$ cat src/rtl/burst_seq_pkg.sv
package burst_seq_pkg;
    typedef enum logic {
        ORDER_LINEAR = 1'b0,
        ORDER_XOR    = 1'b1
    } burst_order_e;
endpackage

$ cat src/rtl/burst_order_gen.sv
module burst_order_gen
    import burst_seq_pkg::*;
#(
    parameter int BEAT_W = 2
) (
    input  logic [BEAT_W-1:0] start_lo,
    input  logic [BEAT_W-1:0] beat,
    input  burst_order_e      order,
    output logic [BEAT_W-1:0] lo_out
);
    logic [BEAT_W-1:0] lin_lo;
    logic [BEAT_W-1:0] xor_lo;

    assign lin_lo = start_lo + beat;

    // one XOR per address bit
    for (genvar b = 0; b < BEAT_W; b++) begin : g_xor_bit
        assign xor_lo[b] = start_lo[b] ^ beat[b];
    end

    always_comb begin
        case (order)
            ORDER_XOR: lo_out = xor_lo;
            default:   lo_out = lin_lo;
        endcase
    end
endmodule

$ cat src/rtl/burst_beat_ctr.sv
module burst_beat_ctr #(
    parameter int BEAT_W = 2
) (
    input  logic              clk,
    input  logic              rst_n,
    input  logic              run,
    input  logic              load,
    output logic [BEAT_W-1:0] beat_q
);
    logic [BEAT_W-1:0] beat_d;

    always_comb begin
        beat_d = beat_q;
        if (run) begin
            if (load) beat_d = '0;
            else      beat_d = beat_q + 1'b1;
        end
    end

    always_ff @(posedge clk or negedge rst_n) begin
        if (!rst_n) beat_q <= '0;
        else        beat_q <= beat_d;
    end

    // a load puts the counter at beat zero
    assert_restart_R9: assert property (@(posedge clk) disable iff (!rst_n)
        (run && load) |=> (beat_q == '0));

    // an advance steps by one and wraps after the last beat
    assert_wrap_step_R5: assert property (@(posedge clk) disable iff (!rst_n)
        (run && !load) |=> (beat_q == BEAT_W'($past(beat_q) + 1'b1)));
endmodule

$ cat src/rtl/burst_addr_seq.sv
module burst_addr_seq
    import burst_seq_pkg::*;
#(
    parameter int ADDR_W = 17,
    parameter int BEAT_W = 2
) (
    input  logic              clk,
    input  logic              rst_n,
    input  logic              clk_en_n,
    input  logic              adv_n_ld,
    input  logic              order_sel,
    input  logic [ADDR_W-1:0] addr_in,
    output logic [ADDR_W-1:0] addr_out
);
    localparam int UP_W = ADDR_W - BEAT_W;

    typedef struct packed {
        logic [UP_W-1:0]   upper;
        logic [BEAT_W-1:0] start_lo;
        burst_order_e      order;
    } seq_state_t;

    seq_state_t        st_d, st_q;
    logic              run;
    logic              load;
    logic [BEAT_W-1:0] beat_q;
    logic [BEAT_W-1:0] lo_now;

    assign run  = !clk_en_n;
    assign load = !adv_n_ld;

    always_comb begin
        st_d = st_q;
        if (run && load) begin
            st_d.upper    = addr_in[ADDR_W-1:BEAT_W];
            st_d.start_lo = addr_in[BEAT_W-1:0];
            st_d.order    = burst_order_e'(order_sel);
        end
    end

    always_ff @(posedge clk or negedge rst_n) begin
        if (!rst_n) st_q <= '{upper: '0, start_lo: '0, order: ORDER_LINEAR};
        else        st_q <= st_d;
    end

    burst_beat_ctr #(.BEAT_W(BEAT_W)) u_ctr (
        .clk    (clk),
        .rst_n  (rst_n),
        .run    (run),
        .load   (load),
        .beat_q (beat_q)
    );

    burst_order_gen #(.BEAT_W(BEAT_W)) u_order (
        .start_lo (st_q.start_lo),
        .beat     (beat_q),
        .order    (st_q.order),
        .lo_out   (lo_now)
    );

    assign addr_out = {st_q.upper, lo_now};

    assert_load_R2: assert property (@(posedge clk) disable iff (!rst_n)
        (run && load) |=> (addr_out == $past(addr_in)));

    assert_freeze_R7: assert property (@(posedge clk) disable iff (!rst_n)
        clk_en_n |=> $stable(addr_out));

    assert_upper_keep_R6: assert property (@(posedge clk) disable iff (!rst_n)
        (run && !load) |=> (addr_out[ADDR_W-1:BEAT_W] == $past(addr_out[ADDR_W-1:BEAT_W])));

    assert_linear_step_R3: assert property (@(posedge clk) disable iff (!rst_n)
        (run && !load && st_q.order == ORDER_LINEAR) |=>
        (addr_out[BEAT_W-1:0] == BEAT_W'($past(addr_out[BEAT_W-1:0]) + 1'b1)));
endmodule

$ cat config.mk
export PLATFORM = sky130hd
export DESIGN_NAME = burst_addr_seq
export DESIGN_NICKNAME = d
export VERILOG_FILES = /design/src/rtl/burst_seq_pkg.sv /design/src/rtl/burst_order_gen.sv /design/src/rtl/burst_beat_ctr.sv /design/src/rtl/burst_addr_seq.sv
export SDC_FILE = /design/constraint.sdc
export NUM_CORES = 1
export LEC_CHECK = 0
export CAP_MARGIN = 40
export CELL_PAD_IN_SITES_DETAIL_PLACEMENT = 1
export CELL_PAD_IN_SITES_GLOBAL_PLACEMENT = 1
export CORE_ASPECT_RATIO = 1.4
export CORE_MARGIN = 5
export CORE_UTILIZATION = 37
export CTS_BUF_LIST = sky130_fd_sc_hd__clkbuf_8
export DETAILED_ROUTE_END_ITERATION = 16
export GPL_TIMING_DRIVEN = 0
export MAX_ROUTING_LAYER = met4
export PLACE_DENSITY_LB_ADDON = 0.2
export SYNTH_ARGS = -nofsm -noshare
export SYNTH_HDL_FRONTEND = slang
export SYNTH_SLANG_ARGS = --single-unit
export TNS_END_PERCENT = 5
$ cat constraint.sdc
create_clock -name clk -period 3.3 [get_ports clk]
set_input_delay 0.99 -clock clk [delete_from_list [all_inputs] [get_ports clk]]
set_output_delay 0.99 -clock clk [all_outputs]
set_load 0.02 [all_outputs]
# Yosys cells after proc, flatten, opt, wreduce, memory -nomap -nowiden
# Cells that the tools add are included.
word_totals:
  in_bits: 22
  regBits: 20
  wordCells: 13
  out_inout_bits: 17
classes:
  n_reduce_logical: 3
  bitwise: 2
  muxes: 2
  addsub: 2
op_table:
  columns: ["operator", "count"]
  rows:
  - ["$mux W2", 2]
  - ["$add A2 B1 Y2 const B", 1]
  - ["$add A2 B2 Y2", 1]
  - ["$logic_not A1 Y1", 2]
  - ["$xor A1 B1 Y1", 2]
  - ["$logic_and A1 B1 Y1", 1]

# Depth between registers and ports, before layout
logic_depth:
  ltp_word: 2
  mapped_depth: 3
  ltp_nobuf: 3

# Modules after synthesis
# A second synthesis with hierarchy kept.
hier_totals:
  cells_unflattened: 66
  area_unflattened_um2: 970.9
by_module_without_submodules:
  columns: ["mod", "area_each_um2", "cells_each", "instances", "seq_area_each_um2"]
  rows:
  - ["burst_addr_seq", 842.1, 55, 1, 450.4]
  - ["burst_beat_ctr", 92.6, 7, 1, 50.0]
  - ["burst_order_gen", 36.3, 4, 1, 0.0]

# Worst setup path before layout
# No wires, ideal clock.
synth_path:
  kind: "flip-flop to output port"
  start: "reg u_ctr.beat_q[0]"
  end: "out addr_out[1]"
  setup_slack_ns: 1.258
  arrival_time_ns: 1.052
  path_buffers: 0
  required_time_ns: 2.310
  stages_incl_launch_ff: 4
  path_cell_list: "dfrtp_1 > ha_1 > nor2b_1 > xnor2_1"
synth_via:
  elab_chain_len: 2
synth_lines:
  columns: ["element", "line", "text"]
  rows:
  - ["from (decl)", "burst_beat_ctr.sv:8", "output logic [BEAT_W-1:0] beat_q"]
  - ["from (signal assigned)", "burst_beat_ctr.sv:22", "else beat_q <= beat_d;"]
  - ["$add A2 B2 Y2", "burst_order_gen.sv:14", "assign lin_lo = start_lo + beat;"]
  - ["$mux W2", "burst_order_gen.sv:22", "case (order)"]
  - ["to (decl)", "burst_addr_seq.sv:13", "output logic [ADDR_W-1:0] addr_out"]
# Every way passes these cells.

# Worst setup path after layout
# Ends and elaborated chain as after synthesis.

==> impl_metrics.tcl <==
set metrics [dict create \
    final_area_um2 1458 \
    hold_viol_final 0 \
    clock_tree.buffer_depth 2 \
    dpl_cell_area_um2 1403 \
    path_class "reg -> out" \
    period_minus_slack_ns 2.717 \
    crit_arrival_ns 1.73 \
    dp_hpwl_um 1478 \
    min_path_type "reg -> reg" \
    die_w_um 53.10 \
    grt_max_degree 15 \
    ys_seq_area_share_pct 52.02 \
    antenna_found_initial 0 \
    post-synth-top-area-fraction_pct 52.02 \
    synth_nets 89 \
    max_cap_violations 0 \
    drt_pass1_iterations 4 \
    synth.avg_cell_area_um2 14.58 \
    start_util_pct 37.59 \
    critPathBufInv 1 \
    drt.antenna.violating_nets 0 \
    core_area_um2 2560 \
    cpMaxStageDelayCell "clkdlybuf4s50_1" \
    critPathCaptureType "primary output" \
    drc 0 \
    overflow 0 \
    clock_skew_ns 0.0001884 \
    utilization_pct 56.94 \
    cp.required_ns 2.31 \
    dr_total_vias 615 \
    first_iter_violations 15 \
    syn_area_um2 962.2 \
    leakage_nw 0.6369 \
    gp_congestion 0.6246 \
    synth_cell_type_count 15 \
    yosys.area.top_type "dfrtp_1" \
    finalSetupTns_ns 0 \
    holdWs_ns 0.5077 \
    numCtsBuffers 3 \
    grt_pass1_wl_um 3111 \
    grt_use_total_pct 11.40 \
    vias_per_cell 4.241 \
    post_drt_wl_per_cell_um 12.75 \
    post_cts_buffers 0 \
    fin_crit_sh_pct 82.34 \
    clock_latency_ns 0.25 \
    clk_pin_slew_ns 0.07 \
    diodes 0 \
    rows 22 \
    max_freq_mhz 368.0 \
    nNetsFinal 133 \
    synth_cells 66 \
    ys_ff_latch 20 \
    cts_sinks 20 \
    port_buffers 38 \
    grt_pass1_vias 693 \
    cts_resized 0 \
    wirelength_um 1849 \
    rrSetupSlack_ns 2.49 \
    nFillCells 262 \
    tritoncts "done" \
    die_area_um2 3735 \
    cts_root_buf "clkbuf_8" \
    fp.dieH_um 70.34 \
    slew_violations 0 \
    worstPathCellList "ha_1 > nor2b_1 > xnor2_1 > clkdlybuf4s50_1" \
    cp_slowest_stage_delay_ns 0.62 \
    p_per_area_nw_per_um2 515.6 \
    rsz0062_at_grt "no" \
    synth.area.top_cells "dfrtp_1, mux2_4, buf_4, mux2_2, buf_12" \
    holdBufCountCts 0 \
    status "finished clean" \
    vdd_drop_max_mv 0.2798 \
    yosys_warnings 0 \
    cp-start-kind "register" \
    cp_max_fo 4 \
    drive_gt1_share_pct 36.70 \
    maxSlewHeadroom_pct 74.65 \
    crit_family "buffers and inverters" \
    htreeDepth 1 \
    worst-slew-pin-transition_ns 0.3790 \
    area_delta_synth_final_pct 51.50 \
    ios 39 \
    finalSetupViolations 0 \
]
## cells in the mapped netlist
library cell / instances
ha_1: 1
mux2_2: 8
buf_4: 15
dfrtp_1: 20
buf_12: 1
o21ai_0: 1
nor2b_1: 1
inv_1: 1
nor2_4: 1
nand4bb_1: 1
mux2_4: 10
xnor2_1: 2
nand2_1: 2
o211ai_1: 1
nand2b_1: 1
## layer usage
layer	vias up	routed length, um	GRT usage (%)
li1	293	-	-
met1	298	759	12.37
met2	22	976	19.75
met3	2	93	2.345
met4	0	20	4.261
met5	-	0	-
## logic make-up after synthesis
logic type                 Yosys count  share of synthesized area [%]
AOI/OAI and AO/OA                    2                          1.300
xor gates and xnor gates             2                          1.821
adders and majority gates            1                          1.300
buffers and inverters               17                          14.17
DFF                                 20                          52.02
muxes                               18                          24.97
and+or+nand+nor                      6                          4.422
## area by class of cell
| type | count | area (um2) | area share [%] |
|---|---|---|---|
| Buffer | 16 | 132.6 | 9.099 |
| Clock buffer | 4 | 55.05 | 3.777 |
| Inverter | 1 | 3.754 | 0.2575 |
| Multi-Input combinational cell | 29 | 325.3 | 22.32 |
| Sequential cell | 20 | 500.5 | 34.33 |
| Tap cell | 36 | 45.04 | 3.090 |
| Timing Repair Buffer | 39 | 395.4 | 27.12 |
## through the flow
step / cells / setup WS, ns / power, mW
global route: 145 / 0.4895 / 0.7970
CTS: 145 / 0.5567 / 0.7688
global placement: 140 / 0.8684 / 0.5694
floorplan: 66 / 1.258 / 0.4609
finish: 145 / 0.5829 / 0.7516
detailed placement: 141 / 0.8464 / 0.5788
## state kept, by name, summed over array words and instances (netlist names)
name          cells
addr_out         15
st_q              3
u_ctr.beat_q      2
## placed cells by master, fill, tap and decap left out
master           count
nand2_1              2
mux2_4              10
mux2_2               8
nor2_4               1
o21ai_0              1
ha_1                 1
buf_8                1
dfrtp_1             20
nor2b_1              1
buf_4               15
o211ai_1             1
clkdlybuf4s50_1     38
nand2b_1             1
inv_1                1
clkbuf_8             4
buf_12               1
nand4bb_1            1
xnor2_1              2
## power by group
part	internal (mW)	switching, mW	total [mW]
combinational	0.166	0.0977	0.264
clock	0.106	0.0766	0.183
sequential	0.282	0.0227	0.305
total	0.555	0.197	0.752
## final timing paths
path,startpoint,endpoint,cells past startpoint
setup / recovery,u_ctr.beat_q[0],addr_out[1],4
hold / removal,addr_out[15],addr_out[15],1
setup reg to reg,u_ctr.beat_q[0],u_ctr.beat_q[1],2
hold reg to reg,addr_out[15],addr_out[15],1
max in group asynchronous,rst_n,u_ctr.beat_q[0],2
min in group asynchronous,rst_n,addr_out[6],1
## worst register-to-register path: stages (launching register included)
cell      delay (ns)
dfrtp_1         0.41
nand2b_1        0.17
o211ai_1        0.15
(Power assumes the default switching activity.)
